`src/rtl/sigseq_pkg.sv`:
```
package sigseq_pkg;

  localparam int N_APPR         = 4;
  localparam int STEPS_PER_APPR = 4;
  localparam int N_PHASE        = N_APPR * STEPS_PER_APPR;
  localparam int PH_W           = $clog2(N_PHASE + 1);
  localparam int ST_W           = N_PHASE + 1;
  localparam int LAMP_W         = 3 * N_APPR;
  localparam logic [PH_W-1:0] STARTUP_IDX = PH_W'(N_PHASE);

  typedef struct packed {
    logic red;
    logic amber;
    logic green;
  } head_t;

  localparam head_t HEAD_RED   = '{red: 1'b1, amber: 1'b0, green: 1'b0};
  localparam head_t HEAD_AMBER = '{red: 1'b0, amber: 1'b1, green: 1'b0};
  localparam head_t HEAD_GREEN = '{red: 1'b0, amber: 1'b0, green: 1'b1};

  // approach served by a phase
  function automatic int phase_owner(input logic [PH_W-1:0] ph);
    return int'(ph) / STEPS_PER_APPR;
  endfunction

  // second half of an approach's steps belongs to the left-turn head
  function automatic logic phase_is_left(input logic [PH_W-1:0] ph);
    return (int'(ph) % STEPS_PER_APPR) >= (STEPS_PER_APPR / 2);
  endfunction

  // odd steps are the clearance interval
  function automatic logic phase_is_amber(input logic [PH_W-1:0] ph);
    return (int'(ph) % 2) == 1;
  endfunction

  function automatic int phase_secs(input logic [PH_W-1:0] ph,
                                    input int green_s, input int amber_s);
    return phase_is_amber(ph) ? amber_s : green_s;
  endfunction

  function automatic logic [PH_W-1:0] phase_after(input logic [PH_W-1:0] ph);
    if (int'(ph) >= N_PHASE - 1) return '0;
    return ph + 1'b1;
  endfunction

endpackage

```
`src/rtl/sigseq_timer.sv`:
```
module sigseq_timer #(
  parameter int CNT_W = 5
) (
  input  logic             clk,
  input  logic             rst,
  input  logic             tick_i,
  input  logic             load_i,
  input  logic [CNT_W-1:0] load_val_i,
  output logic [CNT_W-1:0] count_o,
  output logic             zero_o
);

  assign zero_o = (count_o == '0);

  // reload wins over a coincident tick; the counter never wraps below zero
  always_ff @(posedge clk) begin
    if (rst)                  count_o <= '0;
    else if (load_i)          count_o <= load_val_i;
    else if (tick_i && !zero_o) count_o <= count_o - 1'b1;
  end

endmodule

```
`src/rtl/sigseq_fsm.sv`:
```
module sigseq_fsm
  import sigseq_pkg::*;
#(
  parameter int GREEN_SEC = 20,
  parameter int AMBER_SEC = 3,
  parameter int CNT_W     = 5
) (
  input  logic             clk,
  input  logic             rst,
  input  logic             zero_i,
  output logic [PH_W-1:0]  phase_o,
  output logic             start_o,
  output logic             load_o,
  output logic [CNT_W-1:0] load_val_o
);

  // bit 0 = start-up, bit k+1 = phase k
  logic [ST_W-1:0] state_q, state_d;
  logic            legal;
  logic [PH_W-1:0] next_ph;

  assign legal   = $onehot(state_q);
  assign start_o = state_q[0];
  assign next_ph = phase_after(phase_o);

  always_comb begin
    phase_o = '0;
    for (int k = 0; k < N_PHASE; k++) begin
      if (state_q[k+1]) phase_o = phase_o | PH_W'(k);
    end
    if (state_q[0]) phase_o = phase_o | STARTUP_IDX;
  end

  always_comb begin
    state_d    = state_q;
    load_o     = 1'b0;
    load_val_o = '0;
    if (!legal) begin
      state_d = ST_W'(1);
    end else if (state_q[0]) begin
      state_d    = ST_W'(2);
      load_o     = 1'b1;
      load_val_o = CNT_W'(GREEN_SEC);
    end else if (zero_i) begin
      state_d    = {state_q[ST_W-2:1], state_q[ST_W-1], 1'b0};
      load_o     = 1'b1;
      load_val_o = CNT_W'(phase_secs(next_ph, GREEN_SEC, AMBER_SEC));
    end
  end

  always_ff @(posedge clk) begin
    if (rst) state_q <= ST_W'(1);
    else     state_q <= state_d;
  end

endmodule

```
`src/rtl/sigseq_lamps.sv`:
```
module sigseq_lamps
  import sigseq_pkg::*;
(
  input  logic [PH_W-1:0]   phase_i,
  input  logic              start_i,
  output logic [LAMP_W-1:0] thru_o,
  output logic [LAMP_W-1:0] left_o
);

  for (genvar a = 0; a < N_APPR; a++) begin : g_appr
    head_t thru_h, left_h;
    always_comb begin
      thru_h = HEAD_RED;
      left_h = HEAD_RED;
      if (start_i) begin
        thru_h = HEAD_AMBER;
      end else if (phase_owner(phase_i) == a) begin
        if (phase_is_left(phase_i))
          left_h = phase_is_amber(phase_i) ? HEAD_AMBER : HEAD_GREEN;
        else
          thru_h = phase_is_amber(phase_i) ? HEAD_AMBER : HEAD_GREEN;
      end
    end
    assign thru_o[3*a +: 3] = thru_h;
    assign left_o[3*a +: 3] = left_h;
  end

endmodule

```
`src/rtl/solo_signal_seq.sv`:
```
module solo_signal_seq
  import sigseq_pkg::*;
#(
  parameter int GREEN_SEC = 20,
  parameter int AMBER_SEC = 3,
  localparam int CNT_W = $clog2(((GREEN_SEC > AMBER_SEC) ? GREEN_SEC : AMBER_SEC) + 1)
) (
  input  logic              clk,
  input  logic              rst,
  input  logic              tick_i,
  output logic [LAMP_W-1:0] thru_lamps_o,
  output logic [LAMP_W-1:0] left_lamps_o,
  output logic [PH_W-1:0]   phase_o,
  output logic [CNT_W-1:0]  remain_o
);

  // internal events, named for the checker
  logic             phase_adv;
  logic             cnt_zero;
  logic             in_startup;
  logic [CNT_W-1:0] reload_val;

  sigseq_timer #(.CNT_W(CNT_W)) u_timer (
    .clk        (clk),
    .rst        (rst),
    .tick_i     (tick_i),
    .load_i     (phase_adv),
    .load_val_i (reload_val),
    .count_o    (remain_o),
    .zero_o     (cnt_zero)
  );

  sigseq_fsm #(
    .GREEN_SEC (GREEN_SEC),
    .AMBER_SEC (AMBER_SEC),
    .CNT_W     (CNT_W)
  ) u_fsm (
    .clk        (clk),
    .rst        (rst),
    .zero_i     (cnt_zero),
    .phase_o    (phase_o),
    .start_o    (in_startup),
    .load_o     (phase_adv),
    .load_val_o (reload_val)
  );

  sigseq_lamps u_lamps (
    .phase_i (phase_o),
    .start_i (in_startup),
    .thru_o  (thru_lamps_o),
    .left_o  (left_lamps_o)
  );

endmodule

```
`config.mk`:
```
export PLATFORM = sky130hd
export DESIGN_NAME = solo_signal_seq
export DESIGN_NICKNAME = d
export VERILOG_FILES = /design/src/rtl/sigseq_pkg.sv /design/src/rtl/sigseq_timer.sv /design/src/rtl/sigseq_fsm.sv /design/src/rtl/sigseq_lamps.sv /design/src/rtl/solo_signal_seq.sv
export SDC_FILE = /design/constraint.sdc
export NUM_CORES = 1
export LEC_CHECK = 0
export ABC_AREA = 1
export BUFFER_PORTS_ARGS = -buffer_cell sky130_fd_sc_hd__buf_2
export CORE_UTILIZATION = 50
export CTS_CLUSTER_SIZE = 16
export DETAILED_ROUTE_END_ITERATION = 6
export GPL_ROUTABILITY_DRIVEN = 0
export HOLD_SLACK_MARGIN = 0.12
export PLACE_DENSITY = 0.76
export SLEW_MARGIN = 15
export SYNTH_ARGS = -nofsm -noshare
export SYNTH_HDL_FRONTEND = slang
export SYNTH_HIERARCHICAL = 1
export SYNTH_SLANG_ARGS = --single-unit
```
`constraint.sdc`:
```
create_clock -name clk -period 6.3 [get_ports clk]
set_clock_uncertainty 0.05 [all_clocks]
set_input_delay 1.89 -clock clk [delete_from_list [all_inputs] [get_ports clk]]
set_output_delay 1.89 -clock clk [all_outputs]
set_load 0.02 [all_outputs]
```
**Word level (Yosys, flattened, before mapping)**

Index checks and enable logic that the tools add are counted.

- Register bits after elaboration: 22
- Latch bits: 0
- Memory bits (writable): 0
- Memory bits (read-only): 0
- Input bits: 3
- Output and inout port bits: 34
- Memories kept: 0

- Add/subtract/negate cells: 18
- $mul: 0
- Divide/modulo/power cells: 0
- $lt $le $gt $ge: 2
- Eq/ne operators: 4
- Shift-type cells: 0
- Multiplexer cells: 49
- Bitwise gates (word level): 1
- Reductions and logical operators: 8

Operators by type and width:

| cell | count |
|---|---|
| $mux W3 | 22 |
| $add A5 B5 Y5 | 7 |
| $mux W5 | 7 |
| $logic_not A32 Y1 | 1 |
| $mux W4 | 8 |
| $add A1 B1 Y2 | 8 |
| $mux W2 | 5 |
| $mux W1 | 7 |
| $eq A3 B3 Y1 const B | 2 |
| $add A5 B1 Y5 | 1 |
| $eq A5 B1 Y1 const B | 1 |
| $ge A5 B4 Y1 const B | 1 |
| $logic_not A5 Y1 | 1 |
| $sub A5 B1 Y5 const B | 1 |
| $reduce_bool A2 Y1 | 2 |
| $eq A3 B2 Y1 const B | 1 |
| $reduce_or A3 Y1 | 1 |
| $ge A2 B2 Y1 const B | 1 |
| $reduce_or A2 Y1 | 1 |
| $add A1 B1 Y1 const B | 1 |
| $logic_and A1 B1 Y1 | 1 |
| $logic_not A1 Y1 | 1 |
| $not A1 Y1 | 1 |

**Logic depth before layout (Yosys ltp)**

Gate-level depths: netlist of run 1.

- Word-level depth: 24
- Gate-level depth with buffers: 21
- Mapped depth without buffers: 20

**Modules after synthesis**

Netlist of run 1, hierarchy kept.

Modules (own cells, without submodules):

| module | times used | cells an instance | area an instance (um^2) | seq. area each (um^2) |
|---|---|---|---|---|
| sigseq_fsm | 1 | 143 | 1199.9 | 340.3 |
| sigseq_timer | 1 | 58 | 347.8 | 100.1 |
| sigseq_lamps | 1 | 45 | 220.2 | 0.0 |

**Least setup slack after synthesis of run 1**

OpenSTA, ideal clock, no wires.

- Path type: reg2reg
- Start point: register u_fsm.state_q[0]
- End point: register u_timer.count_o[0]
- Setup time: 0.113 ns
- Arrival time: 4.219 ns
- Path slack: 1.918 ns
- Stages on the path, launching flop included: 20
- Path buffers: 1
- Period minus slack after synthesis: 4.382 ns
- Cells stage by stage: dfxtp_1 -> fa_1 -> fa_1 -> fa_1 -> inv_1 -> fa_1 -> inv_1 -> fa_1 -> fa_1 -> nor2_2 -> nand2_2 -> nor2_4 -> nand3_1 -> inv_1 -> inv_2 -> buf_4 -> nor2_1 -> nor2_1 -> nand2_1 -> nor2_1

- Elaborated cells between the ends (all ways): 18

RTL lines:

| what | RTL line | RTL |
|---|---|---|
| from (decl) | sigseq_fsm.sv:18 | `logic [ST_W-1:0] state_q, state_d;` |
| from (signal assigned) | sigseq_fsm.sv:53 | `else state_q <= state_d;` |
| $add A1 B1 Y2 (not written as such) | sigseq_fsm.sv:22 | `assign legal = $onehot(state_q);` |
| $add A5 B5 Y5 (not written as such) (3 in series) | sigseq_fsm.sv:22 |  |
| $add A5 B1 Y5 (not written as such) | sigseq_fsm.sv:22 |  |
| $eq A5 B1 Y1 | sigseq_fsm.sv:22 |  |
| $mux W1 (*) | sigseq_fsm.sv:38 | `if (!legal) begin` |
| net phase_adv | solo_signal_seq.sv:18 | `logic phase_adv;` |
| $mux W5 / $reduce_bool A2 Y1 (equally long branches) | n/a |  |
| to (signal assigned) | sigseq_timer.sv:18 | `else if (load_i) count_o <= load_val_i;` |
| to (signal assigned) | sigseq_timer.sv:19 | `else if (tick_i && !zero_o) count_o <= count_o - 1'b1;` |
| to (decl) | sigseq_timer.sv:9 | `output logic [CNT_W-1:0] count_o,` |

Mark *: on every way through the listed nets, which the timed path passes. The rest lies on a longest branch.
A chain may end at the register's enable or synchronous reset.

**Worst setup path after layout of run 1**

- Start point: register u_fsm.state_q[0]
- End point: register u_timer.count_o[4]

The elaborated chain is that of the path after synthesis.

==> impl_metrics.env, run 1 <==
export IMPL_synth_cells=246
export IMPL_final_cell_count_no_fill=323
export IMPL_cp_cell_sequence="fa_1 > fa_1 > fa_1 > inv_1 > fa_1 > inv_1 > fa_1 > fa_1 > nor2_2 > nand2_2 > nor2_4 > nand3_1 > inv_1 > inv_2 > nor2_1 > nor2_1 > nand2_1 > nor2_1"
export IMPL_post_cts_buffers=0
export IMPL_crit_fanout=12
export IMPL_synthAdderAreaFrac=0.160
export IMPL_finalMaxSlewViolations=0
export IMPL_required_ns=6.47
export IMPL_cts_tree="done"
export IMPL_min_path_type="register to register"
export IMPL_p_sw_mw=0.349
export IMPL_p_clk_frac=0.152
export IMPL_cts_buffers=3
export IMPL_netlist_area_um2=1770
export IMPL_dr_pass1_iters=4
export IMPL_dr_wl_met2_mm=1.53
export IMPL_cts_resized=0
export IMPL_synth_warnings=6
export IMPL_synthXorXnorAreaFrac=0
export IMPL_p_sw_frac=0.494
export IMPL_ant_nets=0
export IMPL_start_kind="register"
export IMPL_top_layer="met4"
export IMPL_drive_gt1_frac=0.260
export IMPL_irDropWorstVdd_mv=0.154
export IMPL_p_int_mw=0.358
export IMPL_hold_buffers=0
export IMPL_placed_cell_area_um2=1940
export IMPL_setup_tns_ns=0
export IMPL_rsz0062_at_grt="no"
export IMPL_hold_viol=0
export IMPL_synth_cell_types=25
export IMPL_drtIter0Drc=106
export IMPL_clockBufferDepth=2
export IMPL_port_buffers=36
export IMPL_totalWireLength_mm=3.53
export IMPL_outcome="completed"
export IMPL_finalCritPeriodShare=0.741
export IMPL_ys_seq_elements=22
export IMPL_synth_compound_area_frac=0.0566
export IMPL_rows=21
export IMPL_syn_num_nets=265
export IMPL_antenna_found_initial=0
export IMPL_max_freq_mhz=214
export IMPL_dpl_hpwl_mm=2.78
export IMPL_crit_arrival_ns=4.83
export IMPL_insertion_delay_ns=0.31
export IMPL_synth_simple_area_share=0.355
export IMPL_grt_pass1_vias=1252
export IMPL_fin_area_um2=1990
export IMPL_drc=0
export IMPL_synth_avg_cell_area_um2=7.19
export IMPL_fin_ws_ns=1.63
export IMPL_grt_util_all_layers=0.204
export IMPL_grt_pass1_wl_mm=5.68
export IMPL_final_common_cell="nor2_1"
export IMPL_die_w_um=61.5
export IMPL_crit_top_cell="fa_1"
export IMPL_tightest_slew_ns=0.906
export IMPL_seq_power_share=0.256
export IMPL_fp_dieH_um=61.5
export IMPL_final_cell_mix="45 x nor2_1, 43 x inv_1, 36 x buf_2"
export IMPL_critPathSlowestCell="dfxtp_1"
export IMPL_diodes=0
export IMPL_nets=297
export IMPL_dp_cells=319
export IMPL_layout_min_cycle_time_ns=4.67
export IMPL_wl_met1_mm=1.77
export IMPL_overflow=0
export IMPL_cts_root_buf="clkbuf_4"
export IMPL_via_per_inst=4.88
export IMPL_critPathMaxStageDelay_ns=0.65
export IMPL_htreeDepth=1
export IMPL_vias=1577
export IMPL_core_um2=3360
export IMPL_clk_pin_slew_worst_paths_ns=0.12
export IMPL_critical_path_class="register to register"
export IMPL_setup_violations=0
export IMPL_die_area_um2=3780
export IMPL_met3_length_um=166
export IMPL_area_delta_synth_final_pct=12.7
export IMPL_grt_max_degree=27
export IMPL_initial_core_util=0.526
export IMPL_end_kind="register"
export IMPL_maxCapViolCount=0
export IMPL_clkSinkCount=22
export IMPL_ioPinCount=37
export IMPL_pre_cts_ws_ns=1.65
export IMPL_relSlewSlack=0.395
export IMPL_synth_mux_area_frac=0.0396
export IMPL_routedWlPerCell_um=10.9
export IMPL_power_density_nw_per_um2=355
export IMPL_p_comb_frac=0.591
export IMPL_p_leak_nw=0.991
export IMPL_seq_area_frac_synth=0.249
export IMPL_synth_top_family_by_area="simple AND/OR/NAND/NOR gates"
[synthesized netlist by cell type]
cell type / n / area [µm²]
a21oi_1: 14 / 70.1
buf_2: 2 / 10.0
buf_4: 6 / 45.0
buf_6: 1 / 11.3
conb_1: 1 / 3.75
dfxtp_1: 22 / 440
fa_1: 11 / 220
ha_1: 5 / 62.6
inv_1: 43 / 161
inv_2: 4 / 15.0
mux2i_1: 7 / 70.1
nand2_1: 24 / 90.1
nand2_2: 4 / 25.0
nand2_4: 1 / 11.3
nand3_1: 14 / 70.1
nand3_2: 4 / 40.0
nand4_1: 4 / 25.0
nand4_4: 1 / 21.3
nor2_1: 45 / 169
nor2_2: 15 / 93.8
nor2_4: 3 / 33.8
nor3_1: 6 / 30.0
nor4_1: 3 / 18.8
o21ai_0: 1 / 5.00
o21ai_1: 5 / 25.0
[per-stage QoR]
| stage | util | power [mW] | hold slack (ns) |
|---|---|---|---|
| final | 0.592 | 0.707 | 0.482 |
| after global routing | 0.592 | 0.778 | 0.509 |
| after CTS | 0.592 | 0.708 | 0.484 |
| after detailed placement | 0.577 | 0.600 | 0.469 |
| after global placement | 0.577 | 0.595 | 0.462 |
| after floorplan | - | 0.548 | 0.438 |
[registers in the layout, summed over array words and instances, names as in the netlist]
| register | cells |
|---|---|
| u_fsm/state_q | 17 |
| u_timer/count_o | 5 |
[per-layer routing]
layer / track usage / up-vias
li1: - / 826
met1: 0.289 / 700
met2: 0.320 / 44
met3: 0.0252 / 7
met4: 0.0762 / 0
met5: 0 / -
[cell families (layout without fill, tap and decap cells)]
| kind of cell | count (synthesis) | count (layout) |
|---|---|---|
| buffers and inverters | 56 | 87 |
| other | 1 | 1 |
| DFF | 22 | 22 |
| muxes | 7 | 7 |
| and+or+nand+nor | 124 | 124 |
| adders and majority gates | 16 | 16 |
| AOI/OAI and AO/OA | 20 | 20 |
[worst max-delay path, delay by kind of cell, from the launching register on]
| family | cells | cell delay, ns |
|---|---|---|
| simple gates | 8 | 0.71 |
| flops | 1 | 0.65 |
| fa+ha+maj | 6 | 2.87 |
| buf+inv | 4 | 0.31 |
[worst paths after layout]
path	endpoint	slack (ns)	cells past startpoint	start
worst max register to register	u_timer/count_o[4]$_SDFFE_PP0P_	1.63	18	u_fsm/state_q[0]$_SDFF_PP1_
worst min-delay path	u_timer/count_o[0]$_SDFFE_PP0P_	0.48	2	u_timer/count_o[0]$_SDFFE_PP0P_
worst min register to register	u_timer/count_o[0]$_SDFFE_PP0P_	0.48	2	u_timer/count_o[0]$_SDFFE_PP0P_
worst max-delay path	u_timer/count_o[4]$_SDFFE_PP0P_	1.63	18	u_fsm/state_q[0]$_SDFF_PP1_
[power groups by stage]
stage          combinational, mW  clock [mW]  sequential [mW]
6_report                   0.418       0.108            0.181
5_1_grt                    0.474       0.119            0.186
4_1_cts                    0.416       0.111            0.181
3_5_place_dp               0.415           0            0.185
3_3_place_gp               0.411           0            0.183
2_1_floorplan              0.354           0            0.193
[area by class of cell]
| cell class | count | area (µm²) |
|---|---|---|
| well taps | 46 | 57.6 |
| fillers | 334 | 1370 |
| flip-flops and latches | 22 | 440 |
| clock inverters | 1 | 30.0 |
| clock buffers | 3 | 22.5 |
| repair buffers | 36 | 180 |
| inverters | 47 | 176 |
| multi-input cells | 168 | 1080 |
Power figures use the tool's default switching activity.
==> run 2, diff against run 1 <==
==> constraint.sdc (replaced) <==
create_clock -name clk -period 4.5 [get_ports clk]
set_clock_uncertainty 0.05 [all_clocks]
set_input_delay 1.35 -clock clk [delete_from_list [all_inputs] [get_ports clk]]
set_output_delay 1.35 -clock clk [all_outputs]
set_load 0.02 [all_outputs]
==> impl_metrics.env, run 2 (synthesis results as in run 1) <==
export IMPL_cts_buffers=3
export IMPL_crit_top_cell="fa_1"
export IMPL_crit_arrival_ns=4.58
export IMPL_grt_pass1_wl_mm=5.66
export IMPL_start_kind="register"
export IMPL_fin_ws_ns=0.0860
export IMPL_finalMaxSlewViolations=0
export IMPL_reg2reg_to="u_timer/count_o[2]$_SDFFE_PP0P_"
export IMPL_min_path_type="register to register"
export IMPL_setup_violations=0
export IMPL_clkSinkCount=22
export IMPL_rows=21
export IMPL_critical_path_class="register to register"
export IMPL_hold_viol=0
export IMPL_drive_gt1_frac=0.320
export IMPL_required_ns=4.67
export IMPL_die_area_um2=3780
export IMPL_antenna_found_initial=0
export IMPL_min_to="u_timer/count_o[0]$_SDFFE_PP0P_"
export IMPL_ioPinCount=37
export IMPL_top_regs="u_fsm/state_q x17, u_timer/count_o x5"
export IMPL_initial_core_util=0.526
export IMPL_crit_family="adder cells"
export IMPL_layout_min_cycle_time_ns=4.41
export IMPL_routedWlPerCell_um=11.4
export IMPL_diodes=0
export IMPL_drtIter0Drc=108
export IMPL_dr_pass1_iters=4
export IMPL_final_common_cell="nor2_1"
export IMPL_cts_tree="done"
export IMPL_pre_cts_ws_ns=0.0365
export IMPL_dpl_hpwl_mm=2.84
export IMPL_area_delta_synth_final_pct=16.6
export IMPL_maxCapViolCount=0
export IMPL_htreeDepth=1
export IMPL_whs_ns=0.477
export IMPL_port_buffers=36
export IMPL_grt_max_degree=27
export IMPL_reg2reg_slack_ns=0.09
export IMPL_overflow=0
export IMPL_core_um2=3360
export IMPL_largest_reg_flops=17
export IMPL_via_per_inst=4.99
export IMPL_relSlewSlack=0.432
export IMPL_vias=1633
export IMPL_ant_nets=0
export IMPL_outcome="completed"
export IMPL_grt_pass1_vias=1286
export IMPL_reg2reg_from="u_fsm/state_q[5]$_SDFFE_PP0P_"
export IMPL_fp_dieH_um=61.5
export IMPL_end_kind="register"
export IMPL_critPathSlowestCell="fa_1"
export IMPL_drc=0
export IMPL_grt_util_all_layers=0.205
export IMPL_largest_register="u_fsm/state_q"
export IMPL_crit_buf_inv=6
export IMPL_irDropWorstVdd_mv=0.203
export IMPL_min_from="u_timer/count_o[0]$_SDFFE_PP0P_"
export IMPL_final_cell_mix="41 x nor2_1, 40 x inv_1, 36 x buf_2"
export IMPL_cts_root_buf="clkbuf_4"
export IMPL_insertion_delay_ns=0.31
export IMPL_finalCritPeriodShare=0.981
export IMPL_reg2reg_depth=20
export IMPL_power_density_nw_per_um2=514
export IMPL_rsz0062_at_grt="yes"
export IMPL_clockBufferDepth=2
export IMPL_hold_depth=2
export IMPL_max_freq_mhz=227
export IMPL_clk_pin_slew_worst_paths_ns=0.13
export IMPL_p_leak_nw=1.02
export IMPL_fillers=324
export IMPL_nets=301
export IMPL_totalWireLength_mm=3.74
export IMPL_die_w_um=61.5
export IMPL_critPathMaxStageDelay_ns=0.52
export IMPL_tightest_slew_ns=0.851
export IMPL_cp_cell_sequence="inv_2 > fa_1 > inv_1 > fa_1 > fa_1 > inv_1 > fa_1 > inv_1 > fa_2 > fa_1 > nor2_2 > nand2_2 > nor2_4 > nand3_2 > inv_2 > inv_6 > nor2_2 > nor2_1 > o21ai_1 > nor2_1"
export IMPL_crit_fanout=12
[run 2: cell types whose count changed in the layout (fill, tap and decap cells not counted), sizes merged]
cell | previous run | this run
buf | 36 | 40
[run 2: cell type report]
type | instances | area, µm² | share of cell area
Timing Repair Buffer | 40 | 210 | 0.102
Inverter | 47 | 181 | 0.0880
Multi-Input combinational cell | 168 | 1110 | 0.540
Clock inverter | 1 | 30.0 | 0.0146
Tap cell | 46 | 57.6 | 0.0279
Sequential cell | 22 | 445 | 0.216
Clock buffer | 3 | 22.5 | 0.0109
[run 2: how the worst max path moves through the flow]
| stage | end | depth (start not counted) | startpoint |
|---|---|---|---|
| 6_report | u_timer/count_o[2]$_SDFFE_PP0P_ | 20 | u_fsm/state_q[5]$_SDFFE_PP0P_ |
| 5_1_grt | u_timer/count_o[2]$_SDFFE_PP0P_ | 20 | u_fsm/state_q[5]$_SDFFE_PP0P_ |
| 3_5_place_dp | u_timer/count_o[2]$_SDFFE_PP0P_ | 20 | u_fsm/state_q[5]$_SDFFE_PP0P_ |
| 4_1_cts | u_timer/count_o[2]$_SDFFE_PP0P_ | 20 | u_fsm/state_q[5]$_SDFFE_PP0P_ |
| 3_3_place_gp | u_timer/count_o[4]$_SDFFE_PP0P_ | 20 | u_fsm/state_q[5]$_SDFFE_PP0P_ |
| 2_1_floorplan | u_timer/count_o[0]$_SDFFE_PP0P_ | 19 | u_fsm/state_q[0]$_SDFF_PP1_ |
[run 2: worst min-delay path, stage by stage (launching register included)]
cell and delay [ns]:
dfxtp_1 0.35, nor2_1 0.10, nor2_1 0.05
[run 2: what timing repair did]
action                                  in CTS  in global routing
endpoints found under the setup margin       0                 17
buffers inserted                             0                  1
hold buffers                                 0                  0
gates resized for setup                      0                 17
[run 2: routing by layer]
metal	GRT usage	vias up	routed length, µm
li1	-	829	-
met1	0.287	730	1720
met2	0.331	70	1750
met3	0.0294	4	250
met4	0.0635	0	19
met5	0	-	0
[run 2: power by group]
part / total [mW] / switching (mW) / internal, mW
sequential: 0.242 / 0.0216 / 0.220
clock: 0.153 / 0.0634 / 0.0900
combinational: 0.663 / 0.448 / 0.216
total: 1.06 / 0.533 / 0.526
[run 2: per-stage QoR]
stage | util | total power, mW | instance area [µm²] | instances | TNS, ns
2_1_floorplan | - | 0.767 | 1770 | 246 | 0
3_3_place_gp | 0.583 | 0.839 | 1960 | 322 | 0
3_5_place_dp | 0.583 | 0.848 | 1960 | 322 | 0
4_1_cts | 0.599 | 1.00 | 2010 | 326 | 0
5_1_grt | 0.613 | 1.15 | 2060 | 327 | -0.366
6_report | 0.613 | 1.06 | 2060 | 327 | 0
==> run 3, diff against run 2 <==
--- a/config.mk
+++ b/config.mk
@@ -16,5 +16,4 @@
 export SLEW_MARGIN = 15
 export SYNTH_ARGS = -nofsm -noshare
 export SYNTH_HDL_FRONTEND = slang
-export SYNTH_HIERARCHICAL = 1
 export SYNTH_SLANG_ARGS = --single-unit
==> impl_metrics.env, run 3 <==
export IMPL_outcome="completed"
export IMPL_totalWireLength_mm=4.42
export IMPL_grt_pass1_wl_mm=6.91
export IMPL_core_um2=3420
export IMPL_max_freq_mhz=229
export IMPL_ys_flop_type="dfxtp_1"
export IMPL_crit_buf_inv=4
export IMPL_p_sw_frac=0.537
export IMPL_seq_power_share=0.230
export IMPL_cts_buffers=3
export IMPL_required_ns=4.70
export IMPL_clockBufferDepth=2
export IMPL_end_kind="register"
export IMPL_crit_arrival_ns=4.56
export IMPL_drive_gt1_frac=0.409
export IMPL_drc=0
export IMPL_rows=21
export IMPL_ioPinCount=37
export IMPL_drtIter0Drc=53
export IMPL_synth_cells=247
export IMPL_dr_pass1_iters=4
export IMPL_critical_path_class="register to register"
export IMPL_async_reset_ff_frac=0
export IMPL_netlist_area_um2=1830
export IMPL_ys_seq_elements=22
export IMPL_port_buffers=36
export IMPL_pre_cts_ws_ns=-0.0120
export IMPL_fp_dieH_um=62.5
export IMPL_p_leak_nw=1.15
export IMPL_die_area_um2=3910
export IMPL_hold_buffers=0
export IMPL_via_per_inst=4.90
export IMPL_grt_util_met1=0.278
export IMPL_clkSinkCount=22
export IMPL_irDropWorstVdd_mv=0.346
export IMPL_yosysMostFrequentCell="nand2_1"
export IMPL_synth_edf_count=0
export IMPL_seqCellArea_um2=477
export IMPL_fin_ws_ns=0.138
export IMPL_routedWlPerCell_um=12.8
export IMPL_p_clk_frac=0.104
export IMPL_synth_warnings=0
export IMPL_nets=327
export IMPL_top_regs="u_fsm.state_q x17, u_timer.count_o x5"
export IMPL_synth_top_area_frac=0.241
export IMPL_multi_input_area_um2=1260
export IMPL_layout_min_cycle_time_ns=4.36
export IMPL_hold_viol=0
export IMPL_synth_largest_area_cell="dfxtp_1"
export IMPL_synth_cell_types=28
export IMPL_top_usage_layer="met2"
export IMPL_grt_pass1_vias=1642
export IMPL_critPathMaxStageDelay_ns=0.54
export IMPL_ys_top_cells_by_count="51 x nand2_1, 43 x inv_1, 30 x nor2_1"
export IMPL_setup_violations=0
export IMPL_insertion_delay_ns=0.31
export IMPL_finalMaxSlewViolations=0
export IMPL_power_total_mw=1.06
export IMPL_crit_top_cell="fa_1"
export IMPL_ant_nets=0
export IMPL_crit_fanout=8
export IMPL_p_sw_mw=0.570
export IMPL_dp_cells=328
export IMPL_area_delta_synth_final_pct=26.7
export IMPL_maxCapViolCount=0
export IMPL_power_density_nw_per_um2=457
export IMPL_reg2reg_slack_ns=0.14
export IMPL_critPathSlowestCell="fa_1"
export IMPL_min_path_type="register to register"
export IMPL_p_comb_frac=0.666
export IMPL_crit_family="adder cells"
export IMPL_final_cell_mix="51 x nand2_1, 37 x inv_1, 36 x buf_2"
export IMPL_relSlewSlack=0.714
export IMPL_diodes=0
export IMPL_grt_use_met3=0.0328
export IMPL_cts_root_buf="clkbuf_4"
export IMPL_vias=1686
export IMPL_synth_area_leaders="dfxtp_1 24%, fa_1 13%, nand2_1 10%, ha_1 8.9%, inv_1 8.8%"
export IMPL_fillers=297
export IMPL_start_kind="register"
export IMPL_tightest_slew_ns=0.429
export IMPL_seq_area_frac_synth=0.241
export IMPL_htreeDepth=1
export IMPL_synth_avg_cell_area_um2=7.41
export IMPL_overflow=0
export IMPL_finalCritPeriodShare=0.969
export IMPL_grt_util_all_layers=0.216
export IMPL_grt_max_degree=21
export IMPL_syn_num_nets=275
export IMPL_final_common_cell="nand2_1"
export IMPL_p_int_mw=0.491
export IMPL_die_w_um=62.5
export IMPL_dpl_hpwl_mm=3.07
export IMPL_initial_core_util=0.536
export IMPL_largest_register="u_fsm.state_q"
export IMPL_clk_pin_slew_worst_paths_ns=0.12
export IMPL_largest_reg_flops=17
export IMPL_cp_cell_sequence="ha_4 > inv_1 > fa_1 > inv_1 > fa_1 > fa_1 > inv_2 > fa_2 > inv_2 > ha_2 > fa_1 > nor2_1 > nand2_1 > nor2_4 > nand2_4 > nor2_4 > nand2_4 > a21oi_1"
export IMPL_met2_usage=0.387
export IMPL_cts_tree="done"
export IMPL_final_cell_count_no_fill=344
export IMPL_antenna_found_initial=0
==> run 3: layer usage <==
| metal | routed length [µm] | part of all wire | up-vias |
|---|---|---|---|
| met5 | 0 | 0 | - |
| met4 | 55 | 0.012 | 0 |
| met3 | 134 | 0.030 | 6 |
| met2 | 2270 | 0.52 | 28 |
| met1 | 1950 | 0.44 | 791 |
| li1 | - | - | 861 |
==> run 3: worst paths after layout <==
check	from	end	depth (start not counted)
setup / recovery	u_fsm.state_q[9]$_SDFFE_PP0P_	u_fsm.state_q[2]$_SDFFE_PP0P_	18
hold / removal	u_fsm.state_q[13]$_SDFFE_PP0P_	u_fsm.state_q[13]$_SDFFE_PP0P_	2
setup reg to reg	u_fsm.state_q[9]$_SDFFE_PP0P_	u_fsm.state_q[2]$_SDFFE_PP0P_	18
hold reg to reg	u_fsm.state_q[13]$_SDFFE_PP0P_	u_fsm.state_q[13]$_SDFFE_PP0P_	2
==> run 3: per-stage QoR <==
stage / setup TNS (ns) / util / area (µm²) / hold slack [ns]
2_1_floorplan: 0 / - / 1830 / 0.411
3_3_place_gp: 0 / 0.602 / 2060 / 0.434
3_5_place_dp: -0.0120 / 0.602 / 2060 / 0.445
4_1_cts: 0 / 0.614 / 2100 / 0.465
5_1_grt: -0.550 / 0.679 / 2320 / 0.488
6_report: 0 / 0.679 / 2320 / 0.453
==> run 3: cell families (layout without fill, tap and decap cells) <==
kind of cell / Yosys count / count (layout) / share of synthesized area
adders and majority gates: 25 / 25 / 0.220
AOI/OAI and AO/OA: 23 / 23 / 0.0902
and+or+nand+nor: 121 / 122 / 0.316
xor gates and xnor gates: 1 / 1 / 0.00479
DFF: 22 / 22 / 0.241
buffers and inverters: 55 / 105 / 0.128
==> run 3: power groups by stage <==
| stage | registers, mW | clock network [mW] | logic, mW |
|---|---|---|---|
| after CTS | 0.248 | 0.115 | 0.650 |
| after global placement | 0.252 | 0 | 0.636 |
| final | 0.244 | 0.111 | 0.706 |
| after global routing | 0.247 | 0.121 | 0.791 |
| after detailed placement | 0.253 | 0 | 0.644 |
| after floorplan | 0.269 | 0 | 0.507 |
==> run 3: repair_timing <==
action / CTS / global route
cloned: 0 / 1
pin swaps: 0 / 15
resized for setup: 1 / 44
setup endpoints to repair: 11 / 21
buffers inserted: 0 / 11
==> run 3: cell type report <==
cell class / count / area share
clock buffer: 4 / 0.0156
inverter: 49 / 0.0798
multi-input combinational: 171 / 0.545
sequential: 22 / 0.206
tap: 46 / 0.0248
timing repair buffer: 52 / 0.129
==> run 3: worst min-delay path: stages (launching register included) <==
cell	delay [ns]
dfxtp_2	0.36
nand2_1	0.07
a21oi_2	0.05
